===== src/rtl/bpsk_pkg.sv =====
package bpsk_pkg;

    typedef enum logic [1:0] {
        ST_LOAD = 2'd0,
        ST_STEP = 2'd1,
        ST_EMIT = 2'd2
    } mod_state_t;

    // First-quadrant magnitudes, 127*sin(k*pi/16) rounded, k = 0..8
    function automatic logic [6:0] quarter_sine(input logic [3:0] k);
        logic [6:0] v;
        unique case (k)
            4'd0:    v = 7'd0;
            4'd1:    v = 7'd25;
            4'd2:    v = 7'd49;
            4'd3:    v = 7'd71;
            4'd4:    v = 7'd90;
            4'd5:    v = 7'd106;
            4'd6:    v = 7'd117;
            4'd7:    v = 7'd125;
            default: v = 7'd127;
        endcase
        return v;
    endfunction

endpackage


===== src/rtl/bpsk_carrier_rom.sv =====
module bpsk_carrier_rom #(
    parameter int PH_W = 5,
    parameter int CW   = 8
) (
    input  logic [PH_W-1:0]       phase,
    output logic signed [CW-1:0]  carrier
);
    import bpsk_pkg::*;

    localparam int QB = PH_W - 2;

    logic [1:0]    quadrant;
    logic [QB-1:0] offset;
    logic [QB:0]   qidx;
    logic [6:0]    mag;
    logic signed [CW-1:0] mag_ext;

    assign quadrant = phase[PH_W-1:PH_W-2];
    assign offset   = phase[QB-1:0];

    // Mirror the offset in the second and fourth quadrants
    always_comb begin
        if (quadrant[0])
            qidx = (QB+1)'(1 << QB) - {1'b0, offset};
        else
            qidx = {1'b0, offset};
    end

    assign mag     = quarter_sine(4'(qidx));
    assign mag_ext = CW'({1'b0, mag});
    // Lower half of the period is negative
    assign carrier = quadrant[1] ? -mag_ext : mag_ext;

endmodule


===== src/rtl/bpsk_bit_gate.sv =====
module bpsk_bit_gate #(
    parameter int NW = 2
) (
    input  logic          clk,
    input  logic          rst,
    input  logic          bit_in,
    input  logic          bit_stb,
    input  logic          take,
    output logic [NW-1:0] nrz
);
    logic pend_bit;
    logic pend_vld;
    logic cur_bit;
    logic eff_bit;

    assign eff_bit = (take && pend_vld) ? pend_bit : cur_bit;
    // Bipolar level: 0 -> +1, 1 -> -1 (all ones)
    assign nrz = eff_bit ? {NW{1'b1}} : NW'(1);

    always_ff @(posedge clk) begin
        if (rst) begin
            pend_bit <= 1'b0;
            pend_vld <= 1'b0;
            cur_bit  <= 1'b0;
        end else begin
            if (take && pend_vld)
                cur_bit <= pend_bit;
            if (bit_stb) begin
                pend_bit <= bit_in;
                pend_vld <= 1'b1;
            end else if (take) begin
                pend_vld <= 1'b0;
            end
        end
    end

    // The active bit switches only on a period-boundary load
    p_bit_boundary_r5: assert property (@(posedge clk) disable iff (rst)
        (cur_bit != $past(cur_bit)) |-> $past(take));

    // Without a strobe the pending bit keeps its value
    p_hold_without_strobe_r7: assert property (@(posedge clk) disable iff (rst)
        !bit_stb |=> $stable(pend_bit));

endmodule


===== src/rtl/bpsk_booth_dp.sv =====
module bpsk_booth_dp #(
    parameter int CW = 8,
    parameter int NW = 2
) (
    input  logic                    clk,
    input  logic                    rst,
    input  logic                    load,
    input  logic                    step,
    input  logic signed [CW-1:0]    mcand,
    input  logic [NW-1:0]           mplier,
    output logic signed [CW-1:0]    mcand_q,
    output logic signed [CW+NW-1:0] product
);
    logic signed [CW-1:0] acc;
    logic signed [CW-1:0] sum;
    logic [NW-1:0]        mq;
    logic                 qm1;
    logic [1:0]           pair;

    assign pair = {mq[0], qm1};

    always_comb begin
        unique case (pair)
            2'b10:   sum = acc - mcand_q;
            2'b01:   sum = acc + mcand_q;
            default: sum = acc;
        endcase
    end

    always_ff @(posedge clk) begin
        if (rst) begin
            acc     <= '0;
            mq      <= '0;
            qm1     <= 1'b0;
            mcand_q <= '0;
        end else if (load) begin
            acc     <= '0;
            mq      <= mplier;
            qm1     <= 1'b0;
            mcand_q <= mcand;
        end else if (step) begin
            acc <= {sum[CW-1], sum[CW-1:1]};
            mq  <= {sum[0], mq[NW-1:1]};
            qm1 <= mq[0];
        end
    end

    assign product = {acc, mq};

endmodule


===== src/rtl/bpsk_booth_mod.sv =====
module bpsk_booth_mod #(
    parameter int CW   = 8,
    parameter int NW   = 2,
    parameter int PH_W = 5
) (
    input  logic                    clk,
    input  logic                    rst,
    input  logic                    bit_in,
    input  logic                    bit_stb,
    output logic signed [CW+NW-1:0] sample_out,
    output logic                    sample_valid
);
    import bpsk_pkg::*;

    localparam int PW    = CW + NW;
    localparam int CNT_W = $clog2(NW + 1);

    mod_state_t         state, state_nxt;
    logic [CNT_W-1:0]   cnt, cnt_nxt;
    logic [PH_W-1:0]    phase;
    logic               do_load, do_step, take;
    logic signed [CW-1:0] carrier, mcand_q;
    logic [NW-1:0]      nrz;
    logic signed [PW-1:0] product;

    bpsk_carrier_rom #(.PH_W(PH_W), .CW(CW)) u_rom (
        .phase   (phase),
        .carrier (carrier)
    );

    bpsk_bit_gate #(.NW(NW)) u_bits (
        .clk     (clk),
        .rst     (rst),
        .bit_in  (bit_in),
        .bit_stb (bit_stb),
        .take    (take),
        .nrz     (nrz)
    );

    bpsk_booth_dp #(.CW(CW), .NW(NW)) u_dp (
        .clk     (clk),
        .rst     (rst),
        .load    (do_load),
        .step    (do_step),
        .mcand   (carrier),
        .mplier  (nrz),
        .mcand_q (mcand_q),
        .product (product)
    );

    // Next-state logic
    always_comb begin
        state_nxt = state;
        cnt_nxt   = cnt;
        unique case (state)
            ST_LOAD: begin
                state_nxt = ST_STEP;
                cnt_nxt   = '0;
            end
            ST_STEP: begin
                cnt_nxt = cnt + 1'b1;
                if (cnt == CNT_W'(NW - 1))
                    state_nxt = ST_EMIT;
            end
            ST_EMIT: state_nxt = ST_LOAD;
            default: state_nxt = ST_LOAD;
        endcase
    end

    // State register
    always_ff @(posedge clk) begin
        if (rst) begin
            state <= ST_LOAD;
            cnt   <= '0;
        end else begin
            state <= state_nxt;
            cnt   <= cnt_nxt;
        end
    end

    always_ff @(posedge clk) begin
        if (rst)
            phase <= '0;
        else if (state == ST_EMIT)
            phase <= phase + 1'b1;
    end

    // Outputs
    always_comb begin
        do_load      = (state == ST_LOAD);
        do_step      = (state == ST_STEP);
        take         = (state == ST_LOAD) && (phase == '0);
        sample_valid = (state == ST_EMIT);
        sample_out   = product;
    end

    // Checker state: cycles since the previous valid pulse
    logic [3:0] gap;
    logic       seen;
    logic signed [PW-1:0] mc_ext;
    assign mc_ext = PW'(mcand_q);

    always_ff @(posedge clk) begin
        if (rst) begin
            gap  <= '0;
            seen <= 1'b0;
        end else if (sample_valid) begin
            gap  <= 4'd1;
            seen <= 1'b1;
        end else if (gap != 4'hF) begin
            gap <= gap + 1'b1;
        end
    end

    p_valid_single_r3: assert property (@(posedge clk) disable iff (rst)
        sample_valid |=> !sample_valid);

    p_valid_spacing_r3: assert property (@(posedge clk) disable iff (rst)
        (sample_valid && seen) |-> (gap == 4'(NW + 2)));

    p_phase_step_r4: assert property (@(posedge clk) disable iff (rst)
        sample_valid |=> (phase == PH_W'($past(phase) + 1'b1)));

    p_product_mag_r8: assert property (@(posedge clk) disable iff (rst)
        sample_valid |-> ((sample_out == mc_ext) || (sample_out == -mc_ext)));

endmodule


===== config.mk =====
export PLATFORM = sky130hd
export DESIGN_NAME = bpsk_booth_mod
export DESIGN_NICKNAME = d
export VERILOG_FILES = /design/src/rtl/bpsk_pkg.sv /design/src/rtl/bpsk_carrier_rom.sv /design/src/rtl/bpsk_bit_gate.sv /design/src/rtl/bpsk_booth_dp.sv /design/src/rtl/bpsk_booth_mod.sv
export SDC_FILE = /design/constraint.sdc
export NUM_CORES = 1
export LEC_CHECK = 0
export BUFFER_PORTS_ARGS = -buffer_cell sky130_fd_sc_hd__buf_2
export CORE_MARGIN = 4
export CORE_UTILIZATION = 46
export DETAILED_ROUTE_END_ITERATION = 7
export GPL_TIMING_DRIVEN = 1
export PLACE_DENSITY_LB_ADDON = 0.08
export RECOVER_POWER = 25
export REMOVE_ABC_BUFFERS = 1
export SLEW_MARGIN = 20
export SYNTH_ARGS = -nofsm -noshare
export SYNTH_HDL_FRONTEND = slang
export SYNTH_HIERARCHICAL = 1
export SYNTH_SLANG_ARGS = --single-unit

===== constraint.sdc =====
create_clock -name clk -period 4.7 [get_ports clk]
set_input_delay 0.94 -clock clk [delete_from_list [all_inputs] [get_ports clk]]
set_output_delay 0.94 -clock clk [all_outputs]
set_load 0.02 [all_outputs]

# Word-level counts from Yosys, hierarchy flattened
# Memories as Yosys holds them, arrays and structs flattened.
# Index checks and enable logic that the tools add are counted.
# W data, S select, Z words.
# op_classes
mux	13
eq_ne	6
add_sub_neg	6
reduce_logical	7
# op_table
op	count
$pmux W8 S2	1
$add A7 B8 Y8	1
$mux W2	4
$mux W8	1
$neg A7 Y8	1
$pmux W2 S2	2
$sub A7 B8 Y8	1
$mux W7	1
$eq A2 B1 Y1 const B	3
$add A5 B1 Y5 const B	1
$logic_not A5 Y1	1
$eq A2 B2 Y1 const B	2
$mux W4	1
$reduce_bool A2 Y1	2
$sub A4 B3 Y4 const A	1
$mux W1	3
$add A2 B1 Y2 const B	1
$logic_and A1 B1 Y1	2
$logic_not A2 Y1	1
$ne A2 B1 Y1 const B	1
$reduce_or A2 Y1	1
# word_totals
rom_bits	56
memories	1
reg_bits	30
word_cells	43
# memory_table
name	words	width	rd	rd_clocked_by_memory_dff	wr	line	text
(name not given)	8	7	1	0	0	bpsk_pkg.sv:12	unique case (k)

# Longest topological paths before layout
# logic_depth
word_depth	6
depth_mapped	14
ltp_nobuf	13

# Hierarchy
# The synthesis kept the hierarchy.
# modules_own_cells
mod	area_each_um2	n_inst	seq_area_each_um2	cells_each
bpsk_booth_dp	1179.9	1	360.3	138
bpsk_carrier_rom	541.8	1	0.0	77
bpsk_booth_mod	432.9	1	180.2	48
bpsk_bit_gate	135.1	1	60.1	15

# Least setup slack after synthesis
# Ideal clock, no wire load.
# synth_path
kind	register to register
start	register phase[0]
end	register u_dp.mcand_q[4]
period_less_slack_ns	3.067
slack_ns	1.633
n_path_buf	1
path_stages_with_launch	15
setup_time_ns	0.128
arrival_ns	2.939
path_cell_list	dfxtp_1 -> buf_2 -> clkinv_1 -> ha_1 -> mux2i_1 -> inv_1 -> ha_1 -> a21o_1 -> a221oi_1 -> a21o_1 -> ha_1 -> a31oi_2 -> xor2_1 -> mux2i_1 -> nor2_1
# synth_via
elab_chain_cells	6
# synth_lines
element	line	text
start: declaration	bpsk_booth_mod.sv:20	logic [PH_W-1:0] phase;
start signal: assignment	bpsk_booth_mod.sv:85	phase <= phase + 1'b1;
$sub A4 B3 Y4	bpsk_carrier_rom.sv:24	qidx = (QB+1)'(1 << QB) - {1'b0, offset};
$mux W4 (*)	bpsk_carrier_rom.sv:23	if (quadrant[0])
$mem_v2 Z8 W7	-	
$mux W7 (*)	bpsk_pkg.sv:12	
$neg A7 Y8	bpsk_carrier_rom.sv:32	assign carrier = quadrant[1] ? -mag_ext : mag_ext;
$mux W8 (*)	bpsk_carrier_rom.sv:32	
via carrier[4]	bpsk_booth_mod.sv:22	logic signed [CW-1:0] carrier, mcand_q;
end signal: assignment	bpsk_booth_dp.sv:40	mcand_q <= mcand;
end: declaration	bpsk_booth_dp.sv:11	output logic signed [CW-1:0] mcand_q,
# The timed path passes the listed nets; every way through them passes the cells marked *.
# A chain may end at the register's enable or synchronous reset.

# Worst setup path after layout
# Same ends and word-level chain as after synthesis.

==> impl_results.md <==
- Detailed Place HPWL: 3280 um
- Max Root-Sink Buffers: 2
- Routed WL per cell: around 13 um
- Critical path peak fanout: 15
- Final #Nets: slightly above 300
- Crit path kind: flop to flop
- Area growth syn-to-layout: 7.16%
- Io pins: 15
- Post-route insts no fill: 352
- Place WS: 1.13 ns
- Max Fclk: 0.273 GHz
- Final WS setup: 1.03 ns
- Ranking of synthesized cells by area: dfxtp_1 (26%), ha_1 (9.8%), mux2i_1 (7.9%)
- Leakage: 1.10 nW
- Initial core utilization: 47.8%
- Top_reg_cell synth: dfxtp_1
- Setup_tns: 0 ns
- R2R cell count: 13
- Worst-Margin Slew: around 1.1 ns
- Root Buffer: clkbuf_8
- Antenna fix cells: 0
- Met1 usage: 21.9%
- Die area: 0.00617 mm^2
- Min cycle time layout: 3.67 ns
- First-pass GRT wire length: a little under 8000 um
- Post-synth EDFFs: 0
- Seq/Total Area, Yosys: a little over a quarter
- Hold Worst Slack: just under 0.5 ns
- Post_cts resized: 0
- Most Used Layer, Global Route: met2
- MaxCap Viol Count: 0
- Die Wd: 78.6 um
- Remaining antenna violation count: 0
- Worst Skew: between 0.008 and 0.009 ns
- HP Start: cnt[0]$_SDFFE_PP0P_
- Critical Path RT: 4.82 ns
- Die Ht: 78.6 um
- RSZ-0062 raised after global routing: no
- I/O Buffers: 14
- Placed Cells: 344
- DR vias/cell: ~5.3
- Clock latency on the worst-skew pair: 0.28 ns
- Worst R2R Start: phase[0]$_SDFFE_PP0P_
- DR vias: ~1900
- Avg Cell Area, Syn: between 8 and 9 um^2
- DRC viols: 0
- Reg clk slew, reported paths: 0.07 ns
- CTS Buf Count: 5
- Count of cell types in the netlist: 60
- CTS tree: done
- Total grt overflow: 0
- Hold Buf Count CTS: 0
- Count leader, synth: nor2_1
- Commonest cells in the synthesized netlist: nor2_1 (38), dfxtp_1 (30), ha_1 (18), inv_1 (18), mux2i_1 (18)
- RePlAce Congestion: 0.836
- Power per Cell Area: 241 mW/mm^2
- Vias in the first global route: 1721
- Share of layout cells above drive strength 1: 10.5%
- Maximum VDD drop: 0.147 mV
- Fin util: 51.3%
- Initial antenna violation count: 0
- Fillers: approximately 470
- Sink Count: 30
- R2r endpoint: u_dp/mcand_q[4]$_SDFFE_PP0P_
- Worst R2R Setup Slack: 1.03 ns
- GRT Total Usage: 15.6%
- Destination of the worst hold path: cnt[0]$_SDFFE_PP0P_
- Final setup vio count: 0
- Worst hold-check path type: flop to flop
- Starting DRT DRC Count: 110
- Warnings, synthesis: 6
- Crit path arrival time: 3.79 ns
- Flops & latches, synth: 30
- Core Area: 0.00479 mm^2
- Max Slew Vio Count: 0
- Post-synth top area cell: dfxtp_1
- Count of final hold-check violations: 0
- Number of H-tree levels: 2
- Pin count of the biggest net entering global routing: 27
- Outcome: finished, final reports clean
- M3 GR Usage: 2.98%
- Cell Rows: 25
- Setup bufs post-CTS: 0
- Crit path capture type: flop
- Slew HR: 25.3%
- Period utilisation layout: 78.0%
- DRT Pass-1 Iters: 4
- Synthesized area: 0.00229 mm^2
- Critical Path Source Type: flop
- Met2 Usage GRT: around a quarter
- DRT Wirelength: between 4000 and 5000 um
- Cells after Synth: 278
- Ys async rst share: 0%
- Hold path cells: 2
- Top cell type's share of synthesized area: between 20% and 30%
## worst max-delay path: stages (launching register included)
cell	delay (ns)
dfxtp_1	0.64
clkinv_1	0.37
ha_1	0.47
mux2i_1	0.40
inv_1	0.13
ha_1	0.28
a21o_1	0.20
a221oi_1	0.20
a21o_1	0.14
ha_1	0.20
a31oi_2	0.10
xor2_1	0.17
mux2i_1	0.15
nor2_1	0.05
## registers in the layout (all words and copies together), names as in the netlist
register	count
phase	5
u_dp/qm1	1
u_bits/cur_bit	1
u_dp/mq	2
u_bits/pend_vld	1
u_dp/acc	7
u_dp/mcand_q	8
cnt	2
state	2
u_bits/pend_bit	1
## placed cells by master, fill, tap and decap left out, types with 2 or more instances in the layout
| cell type | n |
|---|---|
| nand2b_1 | 4 |
| nand2_1 | 15 |
| mux2i_1 | 18 |
| nor3_2 | 2 |
| a21oi_1 | 14 |
| o21ai_1 | 6 |
| o211ai_1 | 4 |
| inv_1 | 18 |
| o22ai_1 | 2 |
| buf_2 | 13 |
| o21ai_0 | 10 |
| clkbuf_8 | 8 |
| a211oi_1 | 3 |
| nand3_1 | 5 |
| mux2_1 | 3 |
| nor2b_1 | 5 |
| or3_1 | 2 |
| ha_1 | 18 |
| or3b_1 | 2 |
| a31oi_1 | 5 |
| and2b_1 | 2 |
| nand4_1 | 2 |
| xor2_1 | 6 |
| a21oi_2 | 2 |
| xnor2_1 | 12 |
| dfxtp_1 | 30 |
| a21o_1 | 5 |
| nor2_1 | 38 |
## per-stage QoR
stage          power (W)  instance area (um^2)
2_1_floorplan   0.000331                  2180
3_3_place_gp    0.000352                  2340
3_5_place_dp    0.000352                  2340
4_1_cts         0.000603                  2450
5_1_grt         0.000624                  2450
6_report        0.000592                  2450
## worst max path at each step
stage	slack (ns)	start	cells after the start	to
final	1.03	phase[0]$_SDFFE_PP0P_	13	u_dp/mcand_q[4]$_SDFFE_PP0P_
after global routing	0.74	phase[0]$_SDFFE_PP0P_	13	u_dp/mcand_q[6]$_SDFFE_PP0P_
after CTS	1.11	phase[0]$_SDFFE_PP0P_	13	u_dp/mcand_q[4]$_SDFFE_PP0P_
after detailed placement	1.13	phase[0]$_SDFFE_PP0P_	13	u_dp/mcand_q[4]$_SDFFE_PP0P_
after global placement	1.25	phase[0]$_SDFFE_PP0P_	13	u_dp/mcand_q[4]$_SDFFE_PP0P_
after floorplan	1.61	phase[0]$_SDFFE_PP0P_	13	u_dp/mcand_q[4]$_SDFFE_PP0P_
## logic make-up after synthesis
family / synth area share [%]
AO/OA/AOI/OAI: 21.1
flip-flops: 26.2
adder cells (fa/ha/maj): 10.7
multiplexers: 9.34
other: 0.164
XOR/XNOR: 6.89
buffers and inverters: 7.92
AND/OR/NAND/NOR: 17.6
## area by class of cell
cell class	instances	area, um^2	share of cell area, %
clock buffer	8	110	4.49
inverter	20	75.1	3.06
multi-input combinational	212	1510	61.4
sequential	30	601	24.5
tap	67	83.8	3.42
timing repair buffer	15	76.3	3.11
## where the power goes
group | internal [W] | leakage, nW | switching (W)
Combinational | 0.0000308 | 0.795 | 0.0000461
Sequential | 0.000262 | 0.244 | 0.00000756
Clock | 0.000148 | 0.0575 | 0.0000983
Total | 0.000440 | 1.10 | 0.000152
## layer usage
layer | up-vias | share of wire [%]
li1 | 984 | -
met1 | 853 | 53
met2 | 26 | 42
met3 | 8 | 2.9
met4 | 0 | 1.7
met5 | - | 0
No activity file was read; power rests on OpenSTA's default activity.
